==> src/rtl/bbm_pkg.sv <==
package bbm_pkg;

    localparam int BBM_AW     = 32;
    localparam int CTRL_W     = 7;
    localparam int CTRL_EN    = 0;
    localparam int CTRL_KIND  = 1;
    localparam int CTRL_DIR   = 3;
    localparam int CTRL_SIZE  = 5;

    typedef enum logic [1:0] {
        SZ_BYTE = 2'b00,
        SZ_WORD = 2'b01,
        SZ_LONG = 2'b10,
        SZ_RSVD = 2'b11
    } bus_size_e;

    typedef enum logic [1:0] {
        MST_CPU  = 2'b00,
        MST_DMA0 = 2'b01,
        MST_DMA1 = 2'b10,
        MST_RSVD = 2'b11
    } master_e;

    typedef enum logic {
        KIND_DATA  = 1'b0,
        KIND_FETCH = 1'b1
    } cyc_kind_e;

    typedef struct packed {
        logic              valid;
        logic [BBM_AW-1:0] addr;
        logic              write;
        bus_size_e         size;
        master_e           master;
        logic              fetch;
    } bus_cycle_t;

    typedef struct packed {
        logic              valid;
        logic [BBM_AW-1:0] addr;
        logic              write;
        bus_size_e         size;
        cyc_kind_e         kind;
    } cls_cycle_t;

    typedef struct packed {
        logic              enable;
        logic [1:0]        kind_sel;
        logic [1:0]        dir_sel;
        logic [1:0]        size_sel;
        logic [BBM_AW-1:0] addr;
        logic [BBM_AW-1:0] mask;
    } ch_cfg_t;

    function automatic logic kind_ok(input logic [1:0] sel, input cyc_kind_e kind);
        case (sel)
            2'b01:   return kind == KIND_FETCH;
            2'b10:   return kind == KIND_DATA;
            default: return 1'b1;
        endcase
    endfunction

    function automatic logic dir_ok(input logic [1:0] sel, input logic write);
        case (sel)
            2'b01:   return !write;
            2'b10:   return write;
            default: return 1'b1;
        endcase
    endfunction

    function automatic logic size_ok(input logic [1:0] sel, input bus_size_e size);
        if (sel == 2'b00) return 1'b1;
        return sel == (2'(size) + 2'd1);
    endfunction

    function automatic logic addr_ok(input logic [BBM_AW-1:0] a,
                                     input logic [BBM_AW-1:0] b,
                                     input logic [BBM_AW-1:0] mask);
        return ((a ^ b) & ~mask) == '0;
    endfunction

endpackage

==> src/rtl/bbm_classify.sv <==
module bbm_classify
    import bbm_pkg::*;
(
    input  logic       clk,
    input  logic       rst,
    input  bus_cycle_t cyc_i,
    output cls_cycle_t cls_o
);

    logic from_cpu_fetch;

    always_comb begin
        from_cpu_fetch = (cyc_i.master == MST_CPU) && cyc_i.fetch;
        cls_o.valid    = cyc_i.valid;
        cls_o.addr     = cyc_i.addr;
        cls_o.write    = cyc_i.write;
        cls_o.size     = cyc_i.size;
        cls_o.kind     = from_cpu_fetch ? KIND_FETCH : KIND_DATA;
    end

    // transfers from a DMA engine are never classed as fetches
    a_r3_dma_is_data: assert property (@(posedge clk) disable iff (rst)
        (cyc_i.master != MST_CPU) |-> (cls_o.kind == KIND_DATA));

    // a CPU transfer without fetch origin is data
    a_r3_cpu_data: assert property (@(posedge clk) disable iff (rst)
        (!cyc_i.fetch) |-> (cls_o.kind == KIND_DATA));

endmodule

==> src/rtl/bbm_channel.sv <==
module bbm_channel
    import bbm_pkg::*;
(
    input  ch_cfg_t    cfg_i,
    input  cls_cycle_t cls_i,
    output logic       match_o
);

    logic hit_addr;
    logic hit_kind;
    logic hit_dir;
    logic hit_size;

    always_comb begin
        hit_addr = addr_ok(cls_i.addr, cfg_i.addr, cfg_i.mask);
        hit_kind = kind_ok(cfg_i.kind_sel, cls_i.kind);
        hit_dir  = dir_ok(cfg_i.dir_sel, cls_i.write);
        hit_size = size_ok(cfg_i.size_sel, cls_i.size);
        match_o  = cls_i.valid && cfg_i.enable &&
                   hit_addr && hit_kind && hit_dir && hit_size;
    end

endmodule

==> src/rtl/bbm_regs.sv <==
module bbm_regs
    import bbm_pkg::*;
#(
    parameter int NUM_CH = 2,
    parameter int RA_W   = $clog2(NUM_CH) + 2
) (
    input  logic                      clk,
    input  logic                      rst,
    input  logic                      reg_we,
    input  logic [RA_W-1:0]           reg_addr,
    input  logic [BBM_AW-1:0]         reg_wdata,
    output logic [BBM_AW-1:0]         reg_rdata,
    input  logic [NUM_CH-1:0]         match_i,
    output ch_cfg_t [NUM_CH-1:0]      cfg_o
);

    localparam int CH_W = RA_W - 2;
    localparam logic [RA_W-1:0] FLAG_IDX = RA_W'(3);

    logic [BBM_AW-1:0] addr_q [NUM_CH];
    logic [BBM_AW-1:0] mask_q [NUM_CH];
    logic [CTRL_W-1:0] ctrl_q [NUM_CH];
    logic [NUM_CH-1:0] flags_q;
    logic [NUM_CH-1:0] clr_mask;
    logic              flag_wr;

    assign flag_wr  = reg_we && (reg_addr == FLAG_IDX);
    assign clr_mask = flag_wr ? ~reg_wdata[NUM_CH-1:0] : '0;

    for (genvar c = 0; c < NUM_CH; c++) begin : g_ch
        localparam logic [CH_W-1:0] CH_ID = CH_W'(c);
        logic sel_ch;
        assign sel_ch = reg_we && (reg_addr[RA_W-1:2] == CH_ID);

        always_ff @(posedge clk) begin
            if (rst) begin
                addr_q[c] <= '0;
                mask_q[c] <= '0;
                ctrl_q[c] <= '0;
            end else if (sel_ch) begin
                case (reg_addr[1:0])
                    2'd0:    addr_q[c] <= reg_wdata;
                    2'd1:    mask_q[c] <= reg_wdata;
                    2'd2:    ctrl_q[c] <= reg_wdata[CTRL_W-1:0];
                    default: ;
                endcase
            end
        end

        always_comb begin
            cfg_o[c].enable   = ctrl_q[c][CTRL_EN];
            cfg_o[c].kind_sel = ctrl_q[c][CTRL_KIND +: 2];
            cfg_o[c].dir_sel  = ctrl_q[c][CTRL_DIR +: 2];
            cfg_o[c].size_sel = ctrl_q[c][CTRL_SIZE +: 2];
            cfg_o[c].addr     = addr_q[c];
            cfg_o[c].mask     = mask_q[c];
        end

        // a flag falls only after a write of 0 to its bit
        a_r7_clear_only_by_write: assert property (@(posedge clk) disable iff (rst)
            $fell(flags_q[c]) |-> $past(reg_we && (reg_addr == FLAG_IDX) && !reg_wdata[c]));

        // a match always leaves the flag set, even against a clearing write
        a_r7_match_sets_flag: assert property (@(posedge clk) disable iff (rst)
            match_i[c] |=> flags_q[c]);

        // a disabled channel reports no match
        a_r6_disabled_silent: assert property (@(posedge clk) disable iff (rst)
            !cfg_o[c].enable |-> !match_i[c]);
    end

    always_ff @(posedge clk) begin
        if (rst) flags_q <= '0;
        else     flags_q <= (flags_q & ~clr_mask) | match_i;
    end

    always_comb begin
        logic [CH_W-1:0] rch;
        rch       = reg_addr[RA_W-1:2];
        reg_rdata = '0;
        for (int c = 0; c < NUM_CH; c++) begin
            if (rch == CH_W'(c)) begin
                case (reg_addr[1:0])
                    2'd0: reg_rdata = addr_q[c];
                    2'd1: reg_rdata = mask_q[c];
                    2'd2: reg_rdata = BBM_AW'(ctrl_q[c]);
                    default: reg_rdata = (c == 0) ? BBM_AW'(flags_q) : '0;
                endcase
            end
        end
    end

endmodule

==> src/rtl/bus_break_monitor.sv <==
module bus_break_monitor
    import bbm_pkg::*;
#(
    parameter int NUM_CH = 2,
    parameter int RA_W   = $clog2(NUM_CH) + 2
) (
    input  logic              clk,
    input  logic              rst,
    input  logic              bus_valid,
    input  logic [BBM_AW-1:0] bus_addr,
    input  logic              bus_write,
    input  logic [1:0]        bus_size,
    input  logic [1:0]        bus_master,
    input  logic              bus_fetch,
    input  logic              cpu_block,
    input  logic              reg_we,
    input  logic [RA_W-1:0]   reg_addr,
    input  logic [BBM_AW-1:0] reg_wdata,
    output logic [BBM_AW-1:0] reg_rdata,
    output logic              brk_req
);

    bus_cycle_t          cyc;
    cls_cycle_t          cls;
    ch_cfg_t [NUM_CH-1:0] cfg;
    logic [NUM_CH-1:0]   match;

    always_comb begin
        cyc.valid  = bus_valid;
        cyc.addr   = bus_addr;
        cyc.write  = bus_write;
        cyc.size   = bus_size_e'(bus_size);
        cyc.master = master_e'(bus_master);
        cyc.fetch  = bus_fetch;
    end

    bbm_classify u_classify (
        .clk   (clk),
        .rst   (rst),
        .cyc_i (cyc),
        .cls_o (cls)
    );

    for (genvar c = 0; c < NUM_CH; c++) begin : g_chan
        bbm_channel u_channel (
            .cfg_i   (cfg[c]),
            .cls_i   (cls),
            .match_o (match[c])
        );
    end

    bbm_regs #(
        .NUM_CH (NUM_CH),
        .RA_W   (RA_W)
    ) u_regs (
        .clk       (clk),
        .rst       (rst),
        .reg_we    (reg_we),
        .reg_addr  (reg_addr),
        .reg_wdata (reg_wdata),
        .reg_rdata (reg_rdata),
        .match_i   (match),
        .cfg_o     (cfg)
    );

    always_ff @(posedge clk) begin
        if (rst) brk_req <= 1'b0;
        else     brk_req <= (|match) && !cpu_block;
    end

    // idle bus cycles produce no match
    a_r1_idle_no_match: assert property (@(posedge clk) disable iff (rst)
        !bus_valid |-> (match == '0));

    // every request follows an unblocked matching cycle
    a_r8_req_has_cause: assert property (@(posedge clk) disable iff (rst)
        brk_req |-> $past(|match && !cpu_block));

    // a blocked cycle is never followed by a request
    a_r9_block_suppresses: assert property (@(posedge clk) disable iff (rst)
        cpu_block |=> !brk_req);

    // a matching unblocked cycle, single or double, yields a request
    a_r10_match_requests: assert property (@(posedge clk) disable iff (rst)
        ((|match) && !cpu_block) |=> brk_req);

endmodule

==> config.mk <==
export PLATFORM = sky130hd
export DESIGN_NAME = bus_break_monitor
export DESIGN_NICKNAME = d
export VERILOG_FILES = /design/src/rtl/bbm_pkg.sv /design/src/rtl/bbm_classify.sv /design/src/rtl/bbm_channel.sv /design/src/rtl/bbm_regs.sv /design/src/rtl/bus_break_monitor.sv
export SDC_FILE = /design/constraint.sdc
export NUM_CORES = 1
export LEC_CHECK = 0
export BUFFER_PORTS_ARGS = -buffer_cell sky130_fd_sc_hd__clkbuf_2
export CAP_MARGIN = 10
export CELL_PAD_IN_SITES_DETAIL_PLACEMENT = 1
export CELL_PAD_IN_SITES_GLOBAL_PLACEMENT = 1
export CORE_UTILIZATION = 51
export DETAILED_ROUTE_END_ITERATION = 12
export PLACE_DENSITY = 0.92
export SLEW_MARGIN = 20
export SYNTH_ARGS = -nofsm -noshare
export SYNTH_HDL_FRONTEND = slang
export SYNTH_HIERARCHICAL = 1
export SYNTH_SLANG_ARGS = --single-unit
==> constraint.sdc <==
create_clock -name clk -period 2.9 [get_ports clk]
set_clock_uncertainty 0.15 [all_clocks]
set_input_delay 0.145 -clock clk [delete_from_list [all_inputs] [get_ports clk]]
set_output_delay 0.145 -clock clk [all_outputs]
set_load 0.02 [all_outputs]
Word-level counts from Yosys, hierarchy flattened
Memories as Yosys holds them, arrays and structs flattened.
Index checks and enable logic that the tools add are counted.
Widths: inputs -> output; s select.
{"block": "op_classes", "reduce_logical": 24, "n_eq_ne": 13, "n_addsub": 1, "n_mux": 44, "n_bitwise": 18}
{"cell": "$pmux 32 s3", "count": 2}
{"cell": "$mux 32", "count": 5}
{"cell": "$and 32x32->32", "count": 2}
{"cell": "$logic_not 32->1", "count": 2}
{"cell": "$not 32->32", "count": 2}
{"cell": "$xor 32x32->32", "count": 2}
{"cell": "$mux 1", "count": 30}
{"cell": "$logic_and 1x1->1", "count": 15}
{"cell": "$mux 7", "count": 2}
{"cell": "$eq 2x1->1 const B", "count": 5}
{"cell": "$eq 2x2->1 const B", "count": 5}
{"cell": "$logic_not 2->1", "count": 4}
{"cell": "$pmux 1 s2", "count": 4}
{"cell": "$or 1x1->1", "count": 6}
{"cell": "$eq 2x2->1", "count": 2}
{"cell": "$not 2->2", "count": 2}
{"cell": "$eq 3x2->1 const B", "count": 1}
{"cell": "$add 2x1->2 const B", "count": 1}
{"cell": "$and 2x2->2", "count": 1}
{"cell": "$logic_not 1->1", "count": 2}
{"cell": "$mux 2", "count": 1}
{"cell": "$not 1->1", "count": 2}
{"cell": "$or 2x2->2", "count": 1}
{"cell": "$reduce_or 2->1", "count": 1}
{"block": "totals", "regBits": 3, "in_bits": 78, "word_cells": 105, "mem_bits_rw": 142, "out_inout_bits": 33, "n_memories": 3}
{"memory": "u_regs.addr_q", "words": 2, "width": 32, "read_ports": 2, "rd_clocked_by_memory_dff": 0, "wr": 2, "line": "bbm_regs.sv:20", "source": "logic [BBM_AW-1:0] addr_q [NUM_CH];"}
{"memory": "u_regs.mask_q", "words": 2, "width": 32, "read_ports": 2, "rd_clocked_by_memory_dff": 0, "wr": 2, "line": "bbm_regs.sv:21", "source": "logic [BBM_AW-1:0] mask_q [NUM_CH];"}
{"memory": "u_regs.ctrl_q", "words": 2, "width": 7, "read_ports": 2, "rd_clocked_by_memory_dff": 0, "wr": 2, "line": "bbm_regs.sv:22", "source": "logic [CTRL_W-1:0] ctrl_q [NUM_CH];"}

Longest topological paths before layout
{"block": "logic_depth", "depth_word": 10, "depth_mapped": 9, "depth_no_buf": 9}

Hierarchy
The synthesis kept the hierarchy.
{"mod": "bbm_regs", "cells_each": 425, "n_inst": 1, "area_per_inst_um2": 6593.8}
{"mod": "bbm_channel", "cells_each": 74, "n_inst": 2, "area_per_inst_um2": 579.3}
{"mod": "bbm_classify", "cells_each": 38, "n_inst": 1, "area_per_inst_um2": 290.3}
{"mod": "bus_break_monitor", "cells_each": 3, "n_inst": 1, "area_per_inst_um2": 33.8}

Worst setup path after synthesis
No wires, ideal clock.
{"block": "synth_path", "path_kind": "input port to flip-flop", "start": "input port reg_addr[0]", "end": "memory u_regs.addr_q[0][0], enable pin", "stages": 3, "setup_slack_ns": 1.020, "arrival_time_ns": 1.342, "setup_time_ns": 0.388, "path_buffers": 1, "path_cell_list": "clkbuf_1 > nor2b_1 > a21o_1"}
{"item": "start, declared", "line": "bus_break_monitor.sv:17", "source": "input logic [RA_W-1:0] reg_addr,"}
{"item": "end, declared", "line": "bbm_regs.sv:20"}

==> results.py <==
metrics = {
    "flow_run": {
        "drv_cap": 0,
    },
    "synthesis": {
        "yosys.area_share.simple_pct": 16.8,
        "ys_seq_area_share_pct": 53.5,
        "ys_types": 41,
        "synthesis.nets": 700,
        "synth_area_um2": 8080,
        "synth_ff_type": "edfxtp_1",
        "ys_seq_elements": 145,
        "synth_top_cell_by_area": "edfxtp_1",
        "synth-xor-area-share_pct": 7.16,
        "yosysWarnings": 6,
        "syn_inst": 614,
        "synth_compound_area_share_pct": 5.53,
        "postSynthAreaPerCell_um2": 13.2,
        "synthTopCellsByArea": "edfxtp_1 (53%), and2_1 (13%), mux4_2 (7.0%)",
        "synth_top_family_by_area": "simple AND/OR/NAND/NOR gates",
        "synth_edf_count": 142,
        "muxShareOfSynthArea_pct": 9.70,
        "synth_adder_area_share_pct": 1.24,
        "synth_top_cell_area_share_pct": 52.8,
        "synthArstFlopShare_pct": 0,
    },
    "cts": {
        "cts.reportedPaths.clkPinSlew_ns": 0.07,
        "root_buffer": "clkbuf_16",
        "cts_tree": "built",
        "clock_sinks": 145,
        "clock_latency_ns": 0.44,
        "cts_buffer_depth": 2,
        "numCtsBuffers": 17,
        "cts_max_level": 4,
    },
    "power": {
        "power.density_nw_per_um2": 587,
        "switchingPower_mw": 1.43,
        "ir_drop_uv": 470,
        "p_leak_nw": 3.62,
        "pwr-share-seq_pct": 45.3,
        "power_frac_clock_pct": 40.6,
        "p_int_mw": 4.21,
        "pwr-share-comb_pct": 14.1,
        "swShare_pct": 25.4,
        "p_total_mw": 5.64,
    },
    "timing": {
        "grt_setup_unrepaired": "no",
        "hold_viol": 0,
        "min_period_ns": 2.51,
        "drv_slew": 0,
        "finalSetupViolCount": 0,
        "fin_crit_sh_pct": 86.4,
        "fin_tns_setup_ns": 0,
        "relSlewSlack_pct": 58.7,
        "timing.fmax_ghz": 0.399,
        "worstMarginPinSlew_ns": 0.617,
    },
    "placed_design": {
        "dp.cells": 897,
        "hpwl_um": 16400,
        "gp_congestion": 0.836,
        "post_dp_cell_area_um2": 8660,
        "port_buffers": 110,
    },
    "detailed_routing": {
        "finalWirelength_um": 25300,
        "final_antenna_net_count": 0,
        "first_pass_iters": 5,
        "viasPerCell": 5.93,
        "drc": 0,
        "drt-wirelength-per-cell_um": 26.2,
        "drt-initial-drc-count": 506,
        "num_vias": 5719,
    },
    "global_route": {
        "grt_start_max_net_pins": 28,
        "antenna_found_initial": 0,
        "track_usage_pct": 32.9,
        "grt_pass1_vias": 6399,
        "grt.overflow.total": 0,
        "grt_pass1_wl_um": 38100,
    },
    "critical_path": {
        "crit_buf_inv": 2,
        "crit_slowest_cell": "dlygate4sd3_1",
        "path_cells": "inv_1 -> ha_1 -> mux2_1 -> o22ai_1 -> nor2_1 -> nand2_1 -> nor3_2 -> nor2_1 -> nor3_2 -> dlygate4sd3_1",
        "setup.worst_path.end": "brk_req$_SDFF_PP0_",
        "endpoint_kind": "register",
        "cp_max_fo": 3,
        "crit_type": "reg2reg",
        "r2r-start": "u_regs/ctrl_q[0][3]$_SDFFCE_PN0P_",
        "cp_num_cells": 10,
        "crit_arrival_ns": 2.68,
        "cp_top_family": "buffers and inverters",
        "startpoint": "u_regs/ctrl_q[0][3]$_SDFFCE_PN0P_",
        "reg2reg_to": "brk_req$_SDFF_PP0_",
        "crit_required_ns": 3.08,
        "r2r_slack_ns": 0.39,
        "max_stage_delay_ns": 0.57,
        "startpoint_type": "register",
        "r2r_cells": 10,
    },
    "floorplan": {
        "pin_count": 111,
        "rows": 45,
        "die_w_um": 128,
        "die_y_um": 128,
        "start_util_pct": 52.7,
        "coreArea_um2": 15300,
        "dieArea_um2": 16300,
    },
    "hold_path": {
        "hold_class": "in2reg",
    },
    "final_layout": {
        "nFillCells": 1570,
        "syn_to_final_growth_pct": 19.0,
        "final_cell_mix": "and2_1 (167), edfxtp_1 (142), clkbuf_2 (110)",
        "diodes": 0,
        "final_nets": 827,
        "final_area_um2": 9610,
        "drive_gt1_share_pct": 29.4,
        "fin_cells": 965,
        "layout_commonest_cell": "and2_1",
    },
    "run_status": {
        "status": "finished clean",
    },
}
worst min-delay path: stages:
cell	delay, ns
clkbuf_2	0.13
a211oi_1	0.09
nand4_1	0.11
nor3_2	0.05
inv_1	0.07
a21oi_1	0.07
stage by stage:
stage | setup WS, ns | hold WS (ns) | util [%]
floorplan | 1.02 | 0.0640 | -
global placement | 0.768 | 0.167 | 56.5
detailed placement | 0.707 | 0.178 | 56.5
CTS | 0.418 | 0.114 | 62.8
global route | 0.282 | 0.153 | 62.8
finish | 0.395 | 0.139 | 62.8
cells in the mapped netlist (all sizes together), types with 3 or more instances:
cell type,n
inv,12
edfxtp,142
ha,8
mux2,16
mux2i,4
o211ai,4
mux4,25
nor2,23
dfxtp,3
xnor2,64
o22ai,30
buf,53
nor3,9
a221oi,16
a31o,3
and2,167
clkbuf,11
power by group through the flow:
| stage | Clock [mW] | Combinational [mW] | Sequential (mW) |
|---|---|---|---|
| after floorplan | 0 | 0.494 | 2.54 |
| after global placement | 0 | 0.704 | 2.57 |
| after detailed placement | 0 | 0.731 | 2.59 |
| after CTS | 2.29 | 0.785 | 2.55 |
| after global routing | 2.39 | 0.834 | 2.57 |
| final | 2.29 | 0.796 | 2.55 |
repair_timing:
| action | CTS | global route |
|---|---|---|
| setup buffers | 0 | 0 |
| hold buffers | 36 | 0 |
| hold endpoints to repair | 144 | 0 |
| gates resized for setup | 0 | 0 |
cell families after synthesis:
logic type / count (synthesis)
XOR/XNOR: 66
AND/OR/NAND/NOR: 213
adder cells (fa/ha/maj): 8
AO/OA/AOI/OAI: 61
multiplexers: 45
flip-flops: 145
buffers and inverters: 76
worst min-delay path by stage:
| stage | start | to | slack (ns) | depth (start not counted) |
|---|---|---|---|---|
| after floorplan | rst | brk_req$_SDFF_PP0_ | 0.06 | 1 |
| after global placement | cpu_block | brk_req$_SDFF_PP0_ | 0.17 | 2 |
| after detailed placement | cpu_block | brk_req$_SDFF_PP0_ | 0.18 | 2 |
| after CTS | reg_we | u_regs/flags_q[1]$_SDFF_PP0_ | 0.11 | 4 |
| after global routing | reg_we | u_regs/flags_q[1]$_SDFF_PP0_ | 0.15 | 4 |
| final | bus_size[1] | u_regs/flags_q[1]$_SDFF_PP0_ | 0.14 | 6 |
layout make-up:
| type | instances | area (um^2) | share of cell area, % |
|---|---|---|---|
| inverters | 12 | 45.0 | 0.469 |
| flip-flops and latches | 145 | 4320 | 45.0 |
| multi-input cells | 393 | 3260 | 34.0 |
| repair buffers | 172 | 1120 | 11.6 |
| clock buffers | 17 | 425 | 4.42 |
| clock inverters | 15 | 173 | 1.80 |
| well taps | 211 | 264 | 2.75 |
flip-flops by register name (all words and copies together), names as in the netlist:
name / count
u_regs/ctrl_q: 14
brk_req: 1
u_regs/addr_q: 64
u_regs/flags_q: 2
u_regs/mask_q: 64
per-layer routing:
metal	global-route usage, %	wire length (um)	up-vias
met5	0	0	-
met4	19.2	1280	0
met3	6.68	1440	101
met2	56.8	12900	315
met1	38.1	9670	2858
li1	-	-	2445
Power figures use the tool's default switching activity.
